===== src/rtl/pin_glitch_filter.sv =====
module pin_glitch_filter #(
  parameter int PINS = 32,
  parameter int WW   = 5
) (
  input  logic            clk,
  input  logic            rst_n,
  input  logic [PINS-1:0] pin_raw,
  input  logic [PINS-1:0] filt_en,
  input  logic            tick_sel,
  input  logic            slow_tick,
  input  logic [WW-1:0]   width,
  output logic [PINS-1:0] pin_out
);

  logic [PINS-1:0] sync1, sync2, held;
  logic            tick;

  assign tick    = tick_sel ? slow_tick : 1'b1;
  assign pin_out = held;

  always_ff @(posedge clk or negedge rst_n) begin
    if (!rst_n) begin
      sync1 <= '0;
      sync2 <= '0;
    end else begin
      sync1 <= pin_raw;
      sync2 <= sync1;
    end
  end

  for (genvar i = 0; i < PINS; i++) begin : g_pin
    logic [WW-1:0] cnt;
    logic          lvl;
    logic          diff;

    assign diff    = sync2[i] ^ lvl;
    assign held[i] = lvl;

    always_ff @(posedge clk or negedge rst_n) begin
      if (!rst_n) begin
        cnt <= '0;
        lvl <= 1'b0;
      end else if (!filt_en[i]) begin
        cnt <= '0;
        lvl <= sync2[i];
      end else if (!diff) begin
        cnt <= '0;
      end else if (tick) begin
        if (cnt == width) begin
          cnt <= '0;
          lvl <= sync2[i];
        end else begin
          cnt <= cnt + 1'b1;
        end
      end
    end
  end

endmodule



===== config.mk =====
export PLATFORM = sky130hd
export DESIGN_NAME = pin_glitch_filter
export DESIGN_NICKNAME = d
export VERILOG_FILES = /design/src/rtl/pin_glitch_filter.sv
export SDC_FILE = /design/constraint.sdc
export NUM_CORES = 1
export LEC_CHECK = 0
export BUFFER_PORTS_ARGS = -buffer_cell sky130_fd_sc_hd__buf_2
export CORE_ASPECT_RATIO = 0.5
export CORE_UTILIZATION = 55
export CTS_BUF_LIST = sky130_fd_sc_hd__clkbuf_4 sky130_fd_sc_hd__clkbuf_8
export DETAILED_ROUTE_END_ITERATION = 10
export PLACE_DENSITY_LB_ADDON = 0.2
export SLEW_MARGIN = 30
export SYNTH_ARGS = -nofsm -noshare
export SYNTH_HDL_FRONTEND = slang
export SYNTH_SLANG_ARGS = --single-unit

===== constraint.sdc =====
create_clock -name clk -period 2.9 [get_ports clk]
set_input_delay 0.29 -clock clk [delete_from_list [all_inputs] [get_ports clk]]
set_output_delay 0.29 -clock clk [all_outputs]
set_load 0.01 [all_outputs]

# ---- After elaboration in Yosys (flattened, before gate mapping)
# Cells that the tools add are included.
dict set report classes {
  n_addsub 32
  eq_ne 160
  muxes 257
  n_bitwise 32
  n_reduce_logical 32
}
# cell count
set op_table {}
lappend op_table {{$mux W5} 128}
lappend op_table {{$ne A2 B1 Y1 const B} 96}
lappend op_table {{$add A5 B1 Y5 const B} 32}
lappend op_table {{$eq A5 B5 Y1} 32}
lappend op_table {{$mux W1} 129}
lappend op_table {{$ne A3 B3 Y1 const B} 32}
lappend op_table {{$reduce_and A3 Y1} 32}
lappend op_table {{$xor A1 B1 Y1} 32}
dict set report totals {
  register_bits 256
  in_bits 73
}

# ---- Longest topological paths before layout
dict set report logic_depth {
  ltp_word 5
  ltp_mapped 8
}

# ---- Worst setup path before layout
# No wires, ideal clock.
dict set report synth_path {
  path_type {input to register}
  start {in width[1]}
  end {reg g_pin[8].lvl}
  setup_ns 0.125
  arrival_time_ns 1.560
  required_ns 2.775
  slack_ns 1.215
  stages 7
  path_buffers 2
  cell_sequence {buf_6 > buf_4 > xor2_1 > nor3_1 > nand3_1 > o21ai_1 > mux2_2}
}
dict set report synth_between {
  elab_chain_len 3
}
# item line_no
set synth_rtl {}
lappend synth_rtl {{from (decl)} 11} ;# input logic [WW-1:0] width,
lappend synth_rtl {{$eq A5 B5 Y1} 49} ;# if (cnt == width) begin
lappend synth_rtl {{$ne A2 B1 Y1 (no source line)} -}
lappend synth_rtl {{$reduce_and A3 Y1 (no source line)} -}
lappend synth_rtl {{to (signal assigned)} 45} ;# lvl <= sync2[i];
lappend synth_rtl {{to (signal assigned)} 51} ;# lvl <= sync2[i];
lappend synth_rtl {{to (decl)} 33} ;# logic lvl;
# Every way passes these cells.
# A chain may end at the register's enable or synchronous reset.

# ---- Final worst setup path
dict set report layout_path {
  start {reg g_pin[12].cnt[3]}
  end {reg g_pin[12].lvl}
}
dict set report layout_between {
  elab_chain_len 3
}
# item line_no
set layout_rtl {}
lappend layout_rtl {{from (decl)} 32} ;# logic [WW-1:0] cnt;
lappend layout_rtl {{from (signal assigned)} 53} ;# cnt <= cnt + 1'b1;
lappend layout_rtl {{$eq A5 B5 Y1} 49}
lappend layout_rtl {{$ne A2 B1 Y1 (no source line)} -}
lappend layout_rtl {{$reduce_and A3 Y1 (no source line)} -}
lappend layout_rtl {{to (signal assigned)} 45}
lappend layout_rtl {{to (signal assigned)} 51}
lappend layout_rtl {{to (decl)} 33}
# Every way passes these cells.

==> impl_metrics.json <==
{
  "vias_after_detailed_routing": 10600,
  "max-cap-violations": 0,
  "critical-path-max-stage-delay_ns": 0.52,
  "synth_commonest_cells": "256 x sky130_fd_sc_hd__dfrtp_1, 135 x sky130_fd_sc_hd__nand2_1, 128 x sky130_fd_sc_hd__xor2_1",
  "final_max_slew_viol_count": 0,
  "antenna_left": 0,
  "timing.critical_path.depth": 5,
  "pin_count": 105,
  "crit_slowest_cell": "sky130_fd_sc_hd__nor4_1",
  "report.final.hold_viol_count": 0,
  "placeableCoreArea_um2": 24400,
  "fp.dieW_um": 227,
  "detail_route.drc_violations": 0,
  "outcome": "finished clean",
  "required_ns": 3.33,
  "grt_setup_unrepaired": "false",
  "synth_cell_types": 46,
  "cells_resized_by_post_cts_repair": 0,
  "post-synth-top-area-fraction_pct": 45.9,
  "via_count_of_the_first_global_routing_pass": 10700,
  "crit_path_cell_trace": "xnor2_1, nand3_1, nor4_1, nor2_1, mux2_1",
  "finalCoreUtilization_pct": 64.2,
  "critical_path_class": "reg -> reg",
  "power.share.switching_pct": 27.7,
  "reg2regPathDepth": 5,
  "synth_enable_flop_cells": 0,
  "critical_path.endpoint_type": "flip-flop",
  "reg_to_reg_startpoint": "g_pin[12].cnt[3]",
  "tightestPinTransition_ns": 0.699,
  "timing.hold.worst.start": "filt_en[16]",
  "detailedRoute.firstIterationViolations": 700,
  "internal_power_mw": 5.82,
  "clk_root_buffer_cell": "sky130_fd_sc_hd__clkbuf_8",
  "finalClockSkew_ns": 0.0150,
  "powerDensity_nw_per_um2": 513,
  "clock_tree.htree_level_count": 2,
  "min-delay-path-class": "in -> reg",
  "synth_warnings": 0,
  "r2r-end": "g_pin[12].lvl",
  "switching_power_mw": 2.23,
  "postSynth.asyncResetShare_pct": 100,
  "cts.reportedPaths.clkPinSlew_ns": 0.07,
  "post_synth.cell_area_avg_um2": 10.1,
  "proportion_of_layout_cells_with_a_drive_suffix_above_1_pct": 16.2,
  "biggest_area_consumer_among_synthesized_cells": "sky130_fd_sc_hd__dfrtp_1",
  "clock_sink_count": 256,
  "groute.usage.overall_pct": 24.0,
  "drt_wl_total_um": 29600,
  "place.gp.congestion": 0.866,
  "combined_buffer_and_inverter_count_along_the_critical_path": 0,
  "detailed_place_hpwl_um": 18700,
  "syn-instance-count": 1384,
  "final.min_clock_period_ns": 1.80,
  "holdPathStages": 3,
  "p_seq_share_pct": 48.9,
  "synth.yosys.seq_area_share_pct": 45.9,
  "synth.ff_latch_count": 256,
  "die_ht_um": 115,
  "antennaDiodeCount": 0,
  "pin_count_of_the_biggest_net_entering_global_routing": 79,
  "area_growth_from_synthesis_to_final_layout_pct": 12.4,
  "die_area_um2": 26100,
  "drt_pre_antenna_iters": 5,
  "post_synth_main_area_contributors": "sky130_fd_sc_hd__dfrtp_1 46%, sky130_fd_sc_hd__xor2_1 8.0%, sky130_fd_sc_hd__nand3_1 4.2%",
  "path_max_fanout": 5,
  "worst_path_dominant_cell_family": "simple AND/OR/NAND/NOR gates",
  "total_leakage_power_nw": 7.09,
  "initial_antenna_violation_count": 0,
  "numCtsBuffers": 39,
  "report.final.setup_viol": 0,
  "num-nets-final": 1602,
  "power.combinational.fraction_pct": 13.6,
  "whs_endpoint": "g_pin[16].cnt[2]",
  "floorplan.initialDensity_pct": 57.1,
  "library_cell_with_the_highest_instance_count_after_synthesis": "sky130_fd_sc_hd__dfrtp_1",
  "slew_headroom_pct": 53.3,
  "wl_cell_um": 15.9,
  "maxClockFrequency_ghz": 0.554,
  "tritoncts": "done",
  "ys.flop_type": "sky130_fd_sc_hd__dfrtp_1",
  "vdd.ir_drop.worst_mv": 0.250,
  "timing.critical_path.arrival_ns": 2.23,
  "post-cts-setup-buffers": 0,
  "fin_tns_setup_ns": 0,
  "mappedNetlistNets": 1489,
  "clk_path_buf_depth": 3,
  "io_buffer_count": 104,
  "timing.critical_path.from_type": "flip-flop",
  "clkLatencyLatePin_ns": 0.55,
  "clkPwrFrac_pct": 37.5,
  "via_density": 5.70,
  "r2r_slack_ns": 1.10,
  "rows": 40,
  "final.period_utilization_pct": 62.2,
  "post_synthesis_cell_area_um2": 14000,
  "global_route.overflow_total": 0,
  "wire_length_of_the_first_global_routing_pass_um": 50500
}
==> logic make-up after synthesis <==
group,synth area share (%)
simple gates,20.5
flops,45.9
xor+xnor,13.7
compound gates,9.07
buf+inv,4.64
mux,3.32
fa+ha+maj,2.87
==> worst register-to-register path: stages, from the launching register on <==
cell and delay, ns:
sky130_fd_sc_hd__dfrtp_1 0.43, sky130_fd_sc_hd__xnor2_1 0.19, sky130_fd_sc_hd__nand3_1 0.12, sky130_fd_sc_hd__nor4_1 0.52, sky130_fd_sc_hd__nor2_1 0.10, sky130_fd_sc_hd__mux2_1 0.33
==> power groups by stage <==
| stage | Sequential, mW | Combinational (mW) | Clock (mW) |
|---|---|---|---|
| floorplan | 3.95 | 0.799 | 0 |
| global placement | 3.98 | 1.03 | 0 |
| detailed placement | 4.00 | 1.06 | 0 |
| CTS | 3.93 | 1.11 | 3.12 |
| global route | 3.96 | 1.23 | 3.29 |
| finish | 3.93 | 1.10 | 3.02 |
==> layout by cell type (no fill, tap or decap), drive strengths merged, types with 17 or more instances in the layout <==
master and count:
mux2 34, xor2 136, nor4 49, a31oi 38
clkbuf 59, nor3 32, buf 123, o21ai 71
a22o 20, dlygate4sd3 34, nand3b 17, xnor2 69
nand3 121, ha 32, nand2 135, a21oi 51
and3 43, dfrtp 256, nor2 105, nand4b 17
==> flip-flops by register name, indices dropped and copies added (netlist names) <==
signal	flops
sync2	32
sync1	32
g_pin.lvl	32
g_pin.cnt	160
==> per-layer routing <==
| metal | track usage [%] | vias to the layer above | routed length (µm) |
|---|---|---|---|
| met5 | 0 | - | 0 |
| li1 | - | 5101 | - |
| met3 | 4.52 | 54 | 1230 |
| met2 | 41.2 | 194 | 14500 |
| met1 | 30.8 | 5245 | 13300 |
| met4 | 7.65 | 0 | 578 |
==> cell type report <==
| cell class | count | area, µm² |
|---|---|---|
| fill | 2060 | 8740 |
| clock inverter | 6 | 32.5 |
| inverter | 8 | 30.0 |
| clock buffer | 59 | 737 |
| timing repair buffer | 157 | 1140 |
| multi-input combinational | 1035 | 6920 |
| sequential | 256 | 6410 |
| tap | 336 | 420 |
==> repair_timing <==
action / 4_1_cts / 5_1_grt
hold endpoints to repair: 84 / 0
setup endpoints to repair: 0 / 0
hold buffers: 34 / 0
==> stage by stage <==
| stage | total power [mW] | hold slack [ns] | cells | worst slack (ns) | cell area, µm² |
|---|---|---|---|---|---|
| 6_report | 8.05 | 0.0340 | 1857 | 1.10 | 15700 |
| 3_3_place_gp | 5.01 | 0.252 | 1758 | 0.877 | 14600 |
| 4_1_cts | 8.16 | 0.00749 | 1857 | 1.10 | 15700 |
| 2_1_floorplan | 4.75 | -0.00559 | 1384 | 1.22 | 14000 |
| 3_5_place_dp | 5.06 | 0.255 | 1758 | 0.841 | 14600 |
| 5_1_grt | 8.48 | 0.0353 | 1857 | 0.979 | 15700 |
==> worst max path at each step <==
stage | start | end | slack [ns]
2_1_floorplan | width[1] | g_pin[8].lvl | 1.22
6_report | g_pin[12].cnt[3] | g_pin[12].lvl | 1.10
3_3_place_gp | tick_sel | g_pin[22].lvl | 0.88
3_5_place_dp | width[3] | g_pin[12].lvl | 0.84
5_1_grt | g_pin[12].cnt[3] | g_pin[12].lvl | 0.98
4_1_cts | g_pin[12].cnt[3] | g_pin[12].lvl | 1.10
No activity file was read; power rests on OpenSTA's default activity.
